==> config.mk <==
export PLATFORM = sky130hd
export DESIGN_NAME = i2cm_csr
export DESIGN_NICKNAME = d
export VERILOG_FILES = /design/src/rtl/i2cm_pkg.sv /design/src/rtl/i2cm_fifo.sv /design/src/rtl/i2cm_runctl.sv /design/src/rtl/i2cm_irqctl.sv /design/src/rtl/i2cm_csr.sv
export SDC_FILE = /design/constraint.sdc
export NUM_CORES = 1
export LEC_CHECK = 0
export ABC_AREA = 1
export CELL_PAD_IN_SITES_DETAIL_PLACEMENT = 0
export CELL_PAD_IN_SITES_GLOBAL_PLACEMENT = 1
export CORE_MARGIN = 3
export CORE_UTILIZATION = 42
export DETAILED_ROUTE_END_ITERATION = 6
export GPL_ROUTABILITY_DRIVEN = 0
export GPL_TIMING_DRIVEN = 0
export HOLD_SLACK_MARGIN = 0.03
export PLACE_DENSITY = 0.95
export SYNTH_ARGS = -nofsm -noshare
export SYNTH_HDL_FRONTEND = slang
export SYNTH_SLANG_ARGS = --single-unit
export TNS_END_PERCENT = 100
==> constraint.sdc <==
create_clock -name clk -period 4.1 [get_ports clk]
set_input_delay 1.23 -clock clk [delete_from_list [all_inputs] [get_ports clk]]
set_output_delay 1.23 -clock clk [all_outputs]
set_load 0.03 [all_outputs]
==> src/rtl/i2cm_pkg.sv <==
package i2cm_pkg;

    typedef enum logic [1:0] {
        ST_OFF   = 2'd0,
        ST_RUN   = 2'd1,
        ST_FLUSH = 2'd2
    } run_state_e;

    localparam int unsigned ADDR_W = 6;
    localparam int unsigned CMD_W  = 10;
    localparam int unsigned BYTE_W = 8;
    localparam int unsigned NSRC   = 5;

    localparam int unsigned SRC_TXRDY = 0;
    localparam int unsigned SRC_RXRDY = 1;
    localparam int unsigned SRC_NACK  = 2;
    localparam int unsigned SRC_ARB   = 3;
    localparam int unsigned SRC_OVF   = 4;

    localparam logic [3:0] WA_CMD  = 4'd0;
    localparam logic [3:0] WA_RXD  = 4'd1;
    localparam logic [3:0] WA_CTRL = 4'd2;
    localparam logic [3:0] WA_IEN  = 4'd3;
    localparam logic [3:0] WA_ISR  = 4'd4;
    localparam logic [3:0] WA_STAT = 4'd5;
    localparam logic [3:0] WA_CLVL = 4'd6;
    localparam logic [3:0] WA_RLVL = 4'd7;
    localparam logic [3:0] WA_SLO  = 4'd8;
    localparam logic [3:0] WA_SHI  = 4'd9;
    localparam logic [3:0] WA_HOLD = 4'd10;

endpackage

==> src/rtl/i2cm_fifo.sv <==
module i2cm_fifo #(
    parameter int unsigned WIDTH = 8,
    parameter int unsigned DEPTH = 4
) (
    input  logic                           clk,
    input  logic                           rst_n,
    input  logic                           clr,
    input  logic                           push,
    input  logic [WIDTH-1:0]               din,
    input  logic                           pop,
    output logic [WIDTH-1:0]               dout,
    output logic [$clog2(DEPTH+1)-1:0]     level,
    output logic                           full,
    output logic                           empty
);
    localparam int unsigned PTR_W = (DEPTH > 1) ? $clog2(DEPTH) : 1;
    localparam int unsigned LVL_W = $clog2(DEPTH+1);
    localparam logic [PTR_W-1:0] PTR_LAST = PTR_W'(DEPTH - 1);
    localparam logic [LVL_W-1:0] LVL_FULL = LVL_W'(DEPTH);

    logic [WIDTH-1:0] mem [DEPTH];
    logic [PTR_W-1:0] wr_ptr, rd_ptr;
    logic             push_ok, pop_ok;

    assign full    = (level == LVL_FULL);
    assign empty   = (level == '0);
    assign push_ok = push && !full && !clr;
    assign pop_ok  = pop && !empty && !clr;
    assign dout    = mem[rd_ptr];

    always_ff @(posedge clk) begin
        if (push_ok) begin
            mem[wr_ptr] <= din;
        end
    end

    always_ff @(posedge clk or negedge rst_n) begin
        if (!rst_n) begin
            wr_ptr <= '0;
            rd_ptr <= '0;
            level  <= '0;
        end else if (clr) begin
            wr_ptr <= '0;
            rd_ptr <= '0;
            level  <= '0;
        end else begin
            if (push_ok) begin
                wr_ptr <= (wr_ptr == PTR_LAST) ? '0 : wr_ptr + 1'b1;
            end
            if (pop_ok) begin
                rd_ptr <= (rd_ptr == PTR_LAST) ? '0 : rd_ptr + 1'b1;
            end
            case ({push_ok, pop_ok})
                2'b10:   level <= level + 1'b1;
                2'b01:   level <= level - 1'b1;
                default: level <= level;
            endcase
        end
    end

endmodule

==> src/rtl/i2cm_runctl.sv <==
module i2cm_runctl
    import i2cm_pkg::*;
(
    input  logic clk,
    input  logic rst_n,
    input  logic en_req,
    output logic run,
    output logic flush
);
    run_state_e state_q, state_d;

    always_ff @(posedge clk or negedge rst_n) begin
        if (!rst_n) begin
            state_q <= ST_OFF;
        end else begin
            state_q <= state_d;
        end
    end

    always_comb begin
        state_d = state_q;
        unique case (state_q)
            ST_OFF:   if (en_req)  state_d = ST_RUN;
            ST_RUN:   if (!en_req) state_d = ST_FLUSH;
            ST_FLUSH: state_d = en_req ? ST_RUN : ST_OFF;
            default:  state_d = ST_OFF;
        endcase
    end

    always_comb begin
        run   = 1'b0;
        flush = 1'b1;
        unique case (state_q)
            ST_RUN: begin
                run   = 1'b1;
                flush = 1'b0;
            end
            ST_OFF, ST_FLUSH: begin
                run   = 1'b0;
                flush = 1'b1;
            end
            default: begin
                run   = 1'b0;
                flush = 1'b1;
            end
        endcase
    end

endmodule

==> src/rtl/i2cm_irqctl.sv <==
module i2cm_irqctl
    import i2cm_pkg::*;
(
    input  logic            clk,
    input  logic            rst_n,
    input  logic            tx_rdy,
    input  logic            rx_rdy,
    input  logic            set_nack,
    input  logic            set_arb,
    input  logic            set_ovf,
    input  logic            clr_we,
    input  logic [NSRC-1:0] clr_mask,
    input  logic [NSRC-1:0] ien,
    output logic [NSRC-1:0] status,
    output logic            irq
);
    localparam int unsigned NSTICKY = 3;

    logic [NSTICKY-1:0] sticky_q;
    logic [NSTICKY-1:0] sticky_set;
    logic [NSTICKY-1:0] sticky_clr;

    assign sticky_set = {set_ovf, set_arb, set_nack};
    assign sticky_clr = clr_we ? clr_mask[SRC_OVF:SRC_NACK] : '0;

    for (genvar g = 0; g < NSTICKY; g++) begin : g_sticky
        always_ff @(posedge clk or negedge rst_n) begin
            if (!rst_n) begin
                sticky_q[g] <= 1'b0;
            end else if (sticky_set[g]) begin
                sticky_q[g] <= 1'b1;
            end else if (sticky_clr[g]) begin
                sticky_q[g] <= 1'b0;
            end
        end
    end

    always_comb begin
        status = '0;
        status[SRC_TXRDY] = tx_rdy;
        status[SRC_RXRDY] = rx_rdy;
        status[SRC_OVF:SRC_NACK] = sticky_q;
    end

    assign irq = |(status & ien);

endmodule

==> src/rtl/i2cm_csr.sv <==
module i2cm_csr
    import i2cm_pkg::*;
#(
    parameter int unsigned FIFO_DEPTH = 4,
    parameter int unsigned TIME_W     = 16,
    parameter int unsigned THR_W      = 2
) (
    input  logic                 clk,
    input  logic                 rst_n,
    input  logic                 csr_sel,
    input  logic                 csr_wr,
    input  logic [5:0]           csr_addr,
    input  logic [31:0]          csr_wdata,
    output logic [31:0]          csr_rdata,
    output logic                 cmd_valid,
    output logic [9:0]           cmd_data,
    input  logic                 cmd_pop,
    input  logic                 rx_push,
    input  logic [7:0]           rx_byte,
    input  logic                 ev_nack,
    input  logic                 ev_arb,
    input  logic                 eng_busy,
    output logic                 eng_run,
    output logic                 fast_mode,
    output logic [TIME_W-1:0]    scl_low_cnt,
    output logic [TIME_W-1:0]    scl_high_cnt,
    output logic [TIME_W-1:0]    sda_hold_cnt,
    output logic                 irq
);
    localparam int unsigned LVL_W   = $clog2(FIFO_DEPTH + 1);
    localparam int unsigned CTL_W   = 2 + 2 * THR_W;
    localparam int unsigned THC_LSB = 2;
    localparam int unsigned THR_LSB = 2 + THR_W;

    logic [3:0]        word;
    logic              wr_hit, rd_hit;
    logic [CTL_W-1:0]  ctl_q;
    logic [NSRC-1:0]   ien_q;
    logic [TIME_W-1:0] slo_q, shi_q, hold_q;
    logic              ctl_en;
    logic [THR_W-1:0]  thr_cmd, thr_rx;
    logic              fifo_clr;

    logic              cmd_push, cmd_full, cmd_empty;
    logic [LVL_W-1:0]  cmd_lvl;
    logic              rx_pop, rx_full, rx_empty, rx_take;
    logic [7:0]        rx_head;
    logic [LVL_W-1:0]  rx_lvl;

    logic              tx_rdy, rx_rdy, ovf_set;
    logic [NSRC-1:0]   isr_val;

    assign word   = csr_addr[ADDR_W-1:2];
    assign wr_hit = csr_sel && csr_wr;
    assign rd_hit = csr_sel && !csr_wr;

    assign ctl_en    = ctl_q[0];
    assign fast_mode = ctl_q[1];
    assign thr_cmd   = ctl_q[THC_LSB +: THR_W];
    assign thr_rx    = ctl_q[THR_LSB +: THR_W];

    assign scl_low_cnt  = slo_q;
    assign scl_high_cnt = shi_q;
    assign sda_hold_cnt = hold_q;

    always_ff @(posedge clk or negedge rst_n) begin
        if (!rst_n) begin
            ctl_q  <= '0;
            ien_q  <= '0;
            slo_q  <= '0;
            shi_q  <= '0;
            hold_q <= '0;
        end else if (wr_hit) begin
            case (word)
                WA_CTRL: ctl_q  <= csr_wdata[CTL_W-1:0];
                WA_IEN:  ien_q  <= csr_wdata[NSRC-1:0];
                WA_SLO:  slo_q  <= csr_wdata[TIME_W-1:0];
                WA_SHI:  shi_q  <= csr_wdata[TIME_W-1:0];
                WA_HOLD: hold_q <= csr_wdata[TIME_W-1:0];
                default: ;
            endcase
        end
    end

    i2cm_runctl u_run (
        .clk    (clk),
        .rst_n  (rst_n),
        .en_req (ctl_en),
        .run    (eng_run),
        .flush  (fifo_clr)
    );

    assign cmd_push = wr_hit && (word == WA_CMD) && eng_run;

    i2cm_fifo #(.WIDTH(CMD_W), .DEPTH(FIFO_DEPTH)) u_cmdq (
        .clk   (clk),
        .rst_n (rst_n),
        .clr   (fifo_clr),
        .push  (cmd_push),
        .din   (csr_wdata[CMD_W-1:0]),
        .pop   (cmd_pop && eng_run),
        .dout  (cmd_data),
        .level (cmd_lvl),
        .full  (cmd_full),
        .empty (cmd_empty)
    );

    assign cmd_valid = !cmd_empty && eng_run;

    assign rx_take = rx_push && eng_run;
    assign rx_pop  = rd_hit && (word == WA_RXD);

    i2cm_fifo #(.WIDTH(BYTE_W), .DEPTH(FIFO_DEPTH)) u_rxq (
        .clk   (clk),
        .rst_n (rst_n),
        .clr   (fifo_clr),
        .push  (rx_take),
        .din   (rx_byte),
        .pop   (rx_pop),
        .dout  (rx_head),
        .level (rx_lvl),
        .full  (rx_full),
        .empty (rx_empty)
    );

    assign tx_rdy  = (32'(cmd_lvl) <= 32'(thr_cmd));
    assign rx_rdy  = (32'(rx_lvl) > 32'(thr_rx));
    assign ovf_set = rx_take && rx_full;

    i2cm_irqctl u_irq (
        .clk      (clk),
        .rst_n    (rst_n),
        .tx_rdy   (tx_rdy),
        .rx_rdy   (rx_rdy),
        .set_nack (ev_nack),
        .set_arb  (ev_arb),
        .set_ovf  (ovf_set),
        .clr_we   (wr_hit && (word == WA_ISR)),
        .clr_mask (csr_wdata[NSRC-1:0]),
        .ien      (ien_q),
        .status   (isr_val),
        .irq      (irq)
    );

    always_comb begin
        csr_rdata = '0;
        case (word)
            WA_RXD:  csr_rdata = rx_empty ? '0 : 32'(rx_head);
            WA_CTRL: csr_rdata = 32'(ctl_q);
            WA_IEN:  csr_rdata = 32'(ien_q);
            WA_ISR:  csr_rdata = 32'(isr_val);
            WA_STAT: csr_rdata = 32'(eng_busy);
            WA_CLVL: csr_rdata = 32'(cmd_lvl);
            WA_RLVL: csr_rdata = 32'(rx_lvl);
            WA_SLO:  csr_rdata = 32'(slo_q);
            WA_SHI:  csr_rdata = 32'(shi_q);
            WA_HOLD: csr_rdata = 32'(hold_q);
            default: csr_rdata = '0;
        endcase
    end

endmodule

==> results.cfg <==
[grt]
grt.total_usage_pct = 20.28
grt_pass1_wl_mm = 28.60
grt_antenna_before_repair = 0
grt_pass1_vias = 5290
grt_max_degree = 51
grt_overflow = 0

[placement]
place_area_sq_um = 8537
pre_cts_slack_ns = -0.6653
dpl.hpwl_mm = 12.80
io_buffer_count = 114
place_inst = 1050

[detailed_routing]
drtAntennaViolNets = 0
via_per_inst = 5.079
wirelength_mm = 18.03
wl_per_cell_um = 16.64
drt_iter0_markers = 408
firstDrtPassIters = 4
routed-via-count = 5501
drc_errors = 0

[synthesis]
synth_top_family_by_area = simple AND/OR/NAND/NOR gates
postSynthCellCount = 704
synth_fa_ha_area_share_pct = 3.233
synth_xor_area_share_pct = 0.3730
syn_area_per_cell_sq_um = 10.01
syn-cell-area_sq_um = 7044
synth_compound_area_share_pct = 13.18
ys_ff_latch = 150
synth-edff-count = 72
yosys_warnings = 0
yosys.area_share.simple_pct = 17.26
synthMuxAreaShare_pct = 0
synth_seq_area_share_pct = 58.40
yosys.cell_types.count = 41
synth-main-ff-cell = dfrtp_1
async_reset_ff_share_pct = 52.00

[worst_setup_path]
r2r-end = u_cmdq.mem[0][3]
worst_r2r_path_depth = 5
slowest_delay_ns = 0.39
cp_num_buf_inv = 4
cp-start-kind = input pin
path_class = in -> out
timing.rr.start = u_run.state_q[1]
end_kind = primary output
cp_top_family = buffers and inverters
crit_fanout = 8
regToRegSetupSlack_ns = 1.88
path_cells = dlygate4sd2_1 > inv_2 > nor2_4 > nand2_2 > inv_4 > nand2_1 > nand2_1 > a21oi_1 > nand3_1 > clkdlybuf4s15_2
crit_slowest_cell = dlygate4sd2_1
crit_arrival_ns = 2.72
critPathRequiredTime_ns = 2.87
crit_top_cell = nand2_1

[hold_path]
hold_class = reg -> reg
hold_end = u_run.state_q[0]
hp-start = u_run.state_q[0]
min_path_cells = 1

[cts]
cts_buffers = 17
cts.path.max_buffers = 2
hold_buffers = 0
cts_sinks = 150
clock_latency_ns = 0.43
cts_root_buf = clkbuf_16
htreeDepth = 4
clk_pin_slew_worst_paths_ns = 0.06
tritoncts = built

[sta]
fmax_mhz = 253.3
fin_skew_ns = 0.008534
fin_crit_sh_pct = 96.29
fin_ws_ns = 0.1519
drv_slew = 0
min_period_ns = 3.948
finalHoldViolations = 0
finalSetupTns_ns = 0
timing.slew.headroom_pct = 32.33
worst_pin_slew_ns = 1.011
rsz0062_at_grt = false
whs_ns = 0.4737
setup_viol = 0

[pwr]
ir_worst_vdd_mv = 0.3158
p_per_area_nw_per_um2 = 462.4
p_leak_nw = 3.972

[layout]
layoutNonFillerInstCount = 1083
drive_above_1_share_pct = 18.22
layout_commonest_cell = nand2_1
areaGrowthSynthToFinish_pct = 30.28
layout_common_cells = nand2_1, clkdlybuf4s50_1, dfrtp_1
fillers = 1378
diodes = 0
nNetsFinal = 926
design_area_sq_um = 9178

[die]
initial_utilization_pct = 43.56
fp-row-count = 46
die_h_um = 135.5
die-area_sq_um = 18360
die_w_um = 135.5
io-pin-count = 149
core_sq_um = 16170

[run]
max-cap-violations = 0

[outcome]
outcome = completed
## through the flow
stage	power [W]	utilization, %
floorplan	0.002357	-
global placement	0.002730	52.63
detailed placement	0.002745	52.79
CTS	0.004263	56.68
global route	0.004422	56.75
finish	0.004244	56.75
## state kept, by name, indices dropped and copies added (netlist names), 3 cells and up
name	flops
u_cmdq.level	3
u_irq.status	3
ctl_q	6
ien_q	5
scl_high_cnt	16
u_rxq.mem	32
scl_low_cnt	16
sda_hold_cnt	16
u_cmdq.mem	40
u_rxq.level	3
## Yosys cell counts (8+ instances only)
master | number | area share [%]
inv_1 | 52 | 2.8
edfxtp_1 | 72 | 31
o21ai_2 | 35 | 4.4
nand2_2 | 10 | 0.89
o21ai_0 | 57 | 4.0
nor2_1 | 61 | 3.3
inv_2 | 8 | 0.43
buf_4 | 18 | 1.9
clkbuf_1 | 8 | 0.43
nand2_1 | 160 | 8.5
ha_1 | 15 | 2.7
o22ai_1 | 18 | 1.6
o21ai_1 | 19 | 1.3
a21oi_1 | 12 | 0.85
dfrtp_1 | 78 | 28
nand3_1 | 30 | 2.1
buf_6 | 9 | 1.4
## report_power, final
group | total, W | internal [W] | leakage, nW | switching, W
combinational | 0.000881 | 0.000341 | 2.01 | 0.000540
clock | 0.00153 | 0.000824 | 0.295 | 0.000707
sequential | 0.00183 | 0.00172 | 1.66 | 0.000117
## cell families (layout without fill, tap and decap cells)
group,count (synthesis),count (layout)
compound gates,150,150
xor+xnor,3,3
fa+ha+maj,17,17
buf+inv,102,250
flops,150,150
other cells,1,16
simple gates,281,281
## how the worst max path moves through the flow
stage / start / end / slack [ns] / cells after the start
3_5_place_dp: csr_addr[2] / csr_rdata[7] / -0.67 / 8
6_report: csr_addr[3] / csr_rdata[3] / 0.15 / 10
4_1_cts: csr_addr[4] / csr_rdata[5] / 0.03 / 7
3_3_place_gp: rst_n / u_irq.status[3] / -1.07 / 1
5_1_grt: csr_addr[2] / csr_rdata[11] / 0.05 / 9
2_1_floorplan: csr_addr[3] / csr_rdata[6] / 0.76 / 6
## worst reg2reg max path, delay by kind of cell (launching register included)
kind,cells,cell delay (ns)
simple gates,4,1.34
flops,1,0.41
buf+inv,1,0.09
## layer usage
layer	vias to the layer above	GRT usage, %	part of all wire [%]
li1	2638	-	-
met1	2651	27.77	43
met2	181	32.38	49
met3	31	4.123	5.3
met4	0	7.055	2.4
met5	-	0	0
## area by class of cell
cell class,instances,area [sq um],share of cell area (%)
Inverter,62,242.7,2.645
Timing Repair Buffer,116,1157,12.61
Clock buffer,17,425.4,4.635
Buffer,40,307.8,3.354
Tap cell,216,270.3,2.945
Sequential cell,150,4114,44.83
Clock inverter,15,181.4,1.977
Multi-Input combinational cell,467,2479,27.01
## repair_timing
action,in CTS,in global routing
hold endpoints to repair,0,0
buffers inserted,0,1
gates resized for setup,78,2
endpoints found under the setup margin,16,13
pin swaps,1,1
gates cloned,0,0
(Power assumes the default switching activity.)
